$ cat config.mk
export PLATFORM = sky130hd
export DESIGN_NAME = tmr_match_pwm
export DESIGN_NICKNAME = d
export VERILOG_FILES = /design/src/rtl/tmr_pkg.sv /design/src/rtl/tmr_regs.sv /design/src/rtl/tmr_prescale.sv /design/src/rtl/tmr_count.sv /design/src/rtl/tmr_pin.sv /design/src/rtl/tmr_match_pwm.sv
export SDC_FILE = /design/constraint.sdc
export NUM_CORES = 1
export LEC_CHECK = 0
export ABC_AREA = 1
export BUFFER_PORTS_ARGS = -buffer_cell sky130_fd_sc_hd__buf_4
export CORE_MARGIN = 3
export CORE_UTILIZATION = 25
export CTS_CLUSTER_SIZE = 10
export DETAILED_ROUTE_END_ITERATION = 10
export HOLD_SLACK_MARGIN = 0.03
export PLACE_DENSITY = 0.52
export SLEW_MARGIN = 20
export SYNTH_ARGS = -nofsm -noshare
export SYNTH_HDL_FRONTEND = slang
export SYNTH_SLANG_ARGS = --single-unit
$ cat constraint.sdc
create_clock -name clk -period 2.56 [get_ports clk]
set_input_delay 0.384 -clock clk [delete_from_list [all_inputs] [get_ports clk]]
set_output_delay 0.384 -clock clk [all_outputs]
set_load 0.005 [all_outputs]
$ cat src/rtl/tmr_pkg.sv
package tmr_pkg;

    localparam int EXP_W = 3;

    typedef struct packed {
        logic             dir;
        logic             pt;
        logic [1:0]       trig;
        logic             dflt;
        logic             ce;
        logic             pre;
        logic [EXP_W-1:0] ptv;
        logic             ar;
        logic             start;
    } tmr_ctrl_t;

    localparam logic [1:0] TRIG_OVF  = 2'd1;
    localparam logic [1:0] TRIG_BOTH = 2'd2;

    function automatic tmr_ctrl_t decode_ctrl(input logic [14:0] v);
        tmr_ctrl_t c;
        c.start = v[0];
        c.ar    = v[1];
        c.ptv   = v[4:2];
        c.pre   = v[5];
        c.ce    = v[6];
        c.dflt  = v[7];
        c.trig  = v[11:10];
        c.pt    = v[12];
        c.dir   = v[14];
        return c;
    endfunction

endpackage

$ cat src/rtl/tmr_regs.sv
module tmr_regs
    import tmr_pkg::*;
#(
    parameter int CNT_W = 32
) (
    input  logic             clk,
    input  logic             rst_n,
    input  logic [CNT_W-1:0] wdata,
    input  logic             ctrl_wr,
    input  logic             reload_wr,
    input  logic             match_wr,
    input  logic             stop_req,
    output tmr_ctrl_t        ctrl_q,
    output logic [CNT_W-1:0] reload_q,
    output logic [CNT_W-1:0] match_q
);

    typedef struct packed {
        tmr_ctrl_t        ctrl;
        logic [CNT_W-1:0] reload;
        logic [CNT_W-1:0] match;
    } regs_t;

    regs_t r_d, r_q;

    always_comb begin
        r_d = r_q;
        if (ctrl_wr) begin
            r_d.ctrl = decode_ctrl(wdata[14:0]);
        end else if (stop_req) begin
            r_d.ctrl.start = 1'b0;
        end
        if (reload_wr) r_d.reload = wdata;
        if (match_wr)  r_d.match  = wdata;
    end

    always_ff @(posedge clk or negedge rst_n) begin
        if (!rst_n) r_q <= '0;
        else        r_q <= r_d;
    end

    assign ctrl_q   = r_q.ctrl;
    assign reload_q = r_q.reload;
    assign match_q  = r_q.match;

endmodule

$ cat src/rtl/tmr_prescale.sv
module tmr_prescale
    import tmr_pkg::*;
(
    input  logic             clk,
    input  logic             rst_n,
    input  logic             run,
    input  logic             pre_en,
    input  logic [EXP_W-1:0] ptv,
    input  logic             restart,
    output logic             tick
);

    localparam int DIV_W = (1 << EXP_W) + 1;

    logic [DIV_W-1:0] div_d, div_q;
    logic [DIV_W-1:0] last;

    always_comb begin
        last = (DIV_W'(1) << (DIV_W'(ptv) + DIV_W'(1))) - DIV_W'(1);
        tick = run && (!pre_en || (div_q == last));
        if (restart || !run || !pre_en || (div_q == last)) div_d = '0;
        else                                               div_d = div_q + DIV_W'(1);
    end

    always_ff @(posedge clk or negedge rst_n) begin
        if (!rst_n) div_q <= '0;
        else        div_q <= div_d;
    end

endmodule

$ cat src/rtl/tmr_count.sv
module tmr_count #(
    parameter int CNT_W = 32
) (
    input  logic             clk,
    input  logic             rst_n,
    input  logic             tick,
    input  logic             ar,
    input  logic             ce,
    input  logic [CNT_W-1:0] reload_q,
    input  logic [CNT_W-1:0] match_q,
    input  logic [CNT_W-1:0] wdata,
    input  logic             cnt_wr,
    input  logic             trig_wr,
    output logic [CNT_W-1:0] count,
    output logic             ovf_evt,
    output logic             match_evt,
    output logic             ovf_now,
    output logic             match_now,
    output logic             stop_req
);

    typedef struct packed {
        logic [CNT_W-1:0] cnt;
        logic             ovf;
        logic             mat;
    } cnt_t;

    cnt_t c_d, c_q;
    logic [CNT_W-1:0] adv;
    logic             advance;

    always_comb begin
        advance   = tick && !cnt_wr && !trig_wr;
        ovf_now   = advance && (c_q.cnt == '1);
        if (c_q.cnt == '1) adv = ar ? reload_q : '0;
        else               adv = c_q.cnt + CNT_W'(1);
        match_now = advance && ce && (adv == match_q);
        stop_req  = ovf_now && !ar;

        c_d     = c_q;
        c_d.ovf = ovf_now;
        c_d.mat = match_now;
        if (cnt_wr)       c_d.cnt = wdata;
        else if (trig_wr) c_d.cnt = reload_q;
        else if (advance) c_d.cnt = adv;
    end

    always_ff @(posedge clk or negedge rst_n) begin
        if (!rst_n) c_q <= '0;
        else        c_q <= c_d;
    end

    assign count     = c_q.cnt;
    assign ovf_evt   = c_q.ovf;
    assign match_evt = c_q.mat;

endmodule

$ cat src/rtl/tmr_pin.sv
module tmr_pin
    import tmr_pkg::*;
(
    input  logic       clk,
    input  logic       rst_n,
    input  logic       start,
    input  logic [1:0] trig,
    input  logic       pt,
    input  logic       dflt,
    input  logic       dir,
    input  logic       ovf_now,
    input  logic       match_now,
    output logic       pin_out,
    output logic       pin_oe
);

    logic level_d, level_q;
    logic active, fire;

    always_comb begin
        active = start && ((trig == TRIG_OVF) || (trig == TRIG_BOTH));
        fire   = ((trig == TRIG_OVF) && ovf_now) ||
                 ((trig == TRIG_BOTH) && (ovf_now || match_now));
        if (!active) level_d = dflt;
        else if (pt) level_d = level_q ^ fire;
        else         level_d = dflt ^ fire;
    end

    always_ff @(posedge clk or negedge rst_n) begin
        if (!rst_n) level_q <= 1'b0;
        else        level_q <= level_d;
    end

    assign pin_out = level_q;
    assign pin_oe  = !dir;

endmodule

$ cat src/rtl/tmr_match_pwm.sv
module tmr_match_pwm
    import tmr_pkg::*;
#(
    parameter int CNT_W = 32
) (
    input  logic             clk,
    input  logic             rst_n,
    input  logic [CNT_W-1:0] wdata,
    input  logic             ctrl_wr,
    input  logic             cnt_wr,
    input  logic             reload_wr,
    input  logic             trig_wr,
    input  logic             match_wr,
    output logic [CNT_W-1:0] count,
    output logic             ovf_evt,
    output logic             match_evt,
    output logic             pin_out,
    output logic             pin_oe
);

    tmr_ctrl_t        ctrl_q;
    logic [CNT_W-1:0] reload_q;
    logic [CNT_W-1:0] match_q;
    logic             stop_req;
    logic             tick;
    logic             ovf_now;
    logic             match_now;

    tmr_regs #(.CNT_W(CNT_W)) u_regs (
        .clk(clk), .rst_n(rst_n), .wdata(wdata), .ctrl_wr(ctrl_wr),
        .reload_wr(reload_wr), .match_wr(match_wr), .stop_req(stop_req),
        .ctrl_q(ctrl_q), .reload_q(reload_q), .match_q(match_q)
    );

    tmr_prescale u_pre (
        .clk(clk), .rst_n(rst_n), .run(ctrl_q.start), .pre_en(ctrl_q.pre),
        .ptv(ctrl_q.ptv), .restart(ctrl_wr), .tick(tick)
    );

    tmr_count #(.CNT_W(CNT_W)) u_cnt (
        .clk(clk), .rst_n(rst_n), .tick(tick), .ar(ctrl_q.ar), .ce(ctrl_q.ce),
        .reload_q(reload_q), .match_q(match_q), .wdata(wdata),
        .cnt_wr(cnt_wr), .trig_wr(trig_wr), .count(count),
        .ovf_evt(ovf_evt), .match_evt(match_evt), .ovf_now(ovf_now),
        .match_now(match_now), .stop_req(stop_req)
    );

    tmr_pin u_pin (
        .clk(clk), .rst_n(rst_n), .start(ctrl_q.start), .trig(ctrl_q.trig),
        .pt(ctrl_q.pt), .dflt(ctrl_q.dflt), .dir(ctrl_q.dir),
        .ovf_now(ovf_now), .match_now(match_now),
        .pin_out(pin_out), .pin_oe(pin_oe)
    );

endmodule

==> flow_summary.toml <==
[floorplanning]
die_height_um = 180
ios = 75
core_mm2 = 0.0297
rows = 63
dieArea_mm2 = 0.0323
floorplan.initialDensity = 0.254
die_x_um = 180

[drt]
wire_per_inst_um = 17.1
antenna_left = 0
drc = 0
drt_wl_total_um = 28200
dr_total_vias = 7941
via_per_inst = 4.81
first_iter_violations = 695
dr.pass1.iters = 5

[logic_synthesis]
yosysWarnings = 0
synthesis.area_mm2 = 0.00755
synthSimpleGateAreaFrac = 0.329
synthFlopType = "dfrtp_1"
yosysTopAreaCell = "dfrtp_1"
synth_seq_cells = 120
netlist.area_leader.share = 0.397
synthTopCellsByArea = "dfrtp_1 40%, nand2_1 17%, o21ai_0 6.8%"
synth_compound_area_frac = 0.137
synth_edf_count = 0
synth_nets = 1115
synth_top_family_by_area = "simple AND/OR/NAND/NOR gates"
synth-seq-area-share = 0.397
synth-xor-area-share = 0.0162
synth_fa_ha_area_frac = 0.00828
synth.area.mux_share = 0.0283
syn_area_per_cell_um2 = 7.05
synthCells = 1071
synth_cell_types = 44
async_reset_ff_frac = 1.00

[place]
io_buffers = 74
hpwl_um = 21500
gp_congestion = 0.904
place_area_mm2 = 0.00936

[cts]
numCtsBuffers = 17
path_clk_slew_ps = 60
cts_tree = "built"
clk_latency_ps = 420
clock-sinks = 120
cts_root_buf = "clkbuf_16"
htreeDepth = 4
cts.path.max_buffers = 2

[critical_path]
path_cells = "ha_4 > nand2_4 > nor2_4 > nand2_4 > nor2_8 > buf_8 > nand2_8 > buf_6 > nand2_4 > nand2_2 > nand2_2 > nand2_2 > nor2_2 > nand2_1 > nor2_2 > nand3_1 > nor2_1 > nand4_1 > nand2_1 > nand2_1 > nand3_1 > nand2_1"
path_class = "flip-flop to flip-flop"
cp_slowest_cell = "dfrtp_1"
cp.depth = 22
cp.required_ps = 2860
critPathLaunchType = "flip-flop"
end_kind = "flip-flop"
reg2reg_depth = 22
path_delay_family = "simple AND/OR/NAND/NOR gates"
arrival_ps = 2870
slowest_delay_ps = 400
crit_fanout = 7
crit_buf_inv = 2
path_common_cell = "nand2_1"

[sta]
fmax_ghz = 0.389
worst_slack_ps = -10.2
worst_pin_slew_ps = 616
report.final.slew_viol_count = 0
grt_setup_unrepaired = "true"
relSlewSlack = 0.589
setup_viol = 1
final-hold-violation-count = 0
fin_crit_sh = 1.00
fin_crit_ps = 2570
holdWs_ps = 186
finClkSkew_ps = 7.78

[hold_path]
hold_class = "input pin to flip-flop"
min_path_cells = 3

[power_and_ir_drop]
leakagePower_nw = 5.03
ir_drop_mv = 0.300
power_density_mw_per_mm2 = 639

[global_route]
grt_overflow = 0
grt_pass1_wl_um = 43700
grt_usage = 0.173
grt_pass1_vias = 7572
grt_max_degree = 64
antenna_found_initial = 0

[layout]
finalInstanceArea_mm2 = 0.0103
drive_gt1_frac = 0.250
fin_nets = 1293
antennaDiodeCount = 0
layout_common_cells = "320 x nand2_1, 184 x buf_4, 118 x dfrtp_1"
layout_commonest_cell = "nand2_1"
area_growth_pct = 36.6

[outcome]
outcome = "finished, violations left"
violations = "setup timing"

[run]
cap_violations = 0
[registers in the layout, indices dropped and copies added (netlist names)]
| signal | count |
|---|---|
| u_regs.match_q | 32 |
| u_cnt.match_evt | 1 |
| u_regs.reload_q | 32 |
| u_cnt.ovf_evt | 1 |
| u_regs.ctrl_q | 12 |
| u_cnt.count | 32 |
| u_pre.div_q | 9 |
| u_pin.pin_out | 1 |
[stage by stage]
stage	worst slack, ps	TNS [ps]	std cells	total power [mW]	utilization
finish	-10.2	-10.2	1652	6.60	0.347
global route	-261	-500	1652	6.94	0.347
CTS	-8.42	-8.42	1645	6.58	0.339
detailed placement	-138	-233	1611	3.89	0.315
global placement	-112	-112	1611	3.88	0.315
floorplan	260	0	1071	3.02	-
[cells by family (layout without fill, tap and decap cells)]
family,count (synthesis),after routing
and+or+nand+nor,577,578
buffers and inverters,155,345
muxes,19,19
AOI/OAI and AO/OA,180,180
DFF,120,120
xor gates and xnor gates,14,14
other,1,1
adders and majority gates,5,5
[cells in the mapped netlist, types with 3 or more instances]
library cell	n
inv_2	4
o21ai_0	103
a31oi_1	10
mux2_2	19
nand2_2	4
nand3_2	3
nor2_1	94
nand2_1	337
o221ai_1	3
dfrtp_1	120
nor3_1	5
inv_1	109
a22oi_1	3
nor2_2	4
nor2_4	5
nor4_1	3
clkbuf_1	35
o211ai_1	31
o22ai_1	3
a21oi_1	19
nand3_1	89
xor2_1	12
ha_1	5
nor3b_1	4
nand4_1	22
[worst register-to-register path, cell delays in order (launching register included)]
cell     delay (ps)
dfrtp_1         400
ha_4            170
nand2_4          60
nor2_4          140
nand2_4          80
nor2_8          100
buf_8           150
nand2_8          80
buf_6           150
nand2_4          70
nand2_2          60
nand2_2          70
nand2_2          60
nor2_2          100
nand2_1          60
nor2_2          110
nand3_1          80
nor2_1          140
nand4_1         150
nand2_1         100
nand2_1          50
nand3_1          60
nand2_1          50
[final timing paths]
path / start / endpoint / slack [ps]
max: u_cnt.count[1] / u_pin.pin_out / -10
min: wdata[19] / u_regs.match_q[19] / 190
max reg2reg: u_cnt.count[1] / u_pin.pin_out / -10
min reg2reg: u_pre.div_q[0] / u_pre.div_q[0] / 500
max in group asynchronous: rst_n / u_cnt.count[2] / 1420
min in group asynchronous: rst_n / u_cnt.count[19] / 390
[per-layer routing]
metal,track usage,vias to the layer above,share of wire
li1,-,3881,-
met1,0.250,3829,0.48
met2,0.266,212,0.45
met3,0.0328,19,0.058
met4,0.0427,0,0.015
met5,0,-,0
[power by group]
| part | internal (mW) | switching, mW | total, mW |
|---|---|---|---|
| Clock | 1.73 | 0.930 | 2.66 |
| Sequential | 2.08 | 0.130 | 2.21 |
| Combinational | 0.709 | 1.02 | 1.72 |
[layout make-up]
class	count	area (um^2)
fillers	3123	19400
multi-input cells	797	4130
flip-flops and latches	120	3010
repair buffers	199	1630
well taps	390	488
clock buffers	20	437
inverters	114	430
clock inverters	12	200
[timing repair]
item / 4_1_cts / 5_1_grt
resized for setup: 17 / 56
gates cloned: 0 / 1
setup endpoints to repair: 4 / 32
hold endpoints to repair: 17 / 0
pin swaps: 2 / 27
hold buffers: 1 / 0
buffers inserted: 1 / 6
Note: power is estimated with default switching activity, not from simulation.
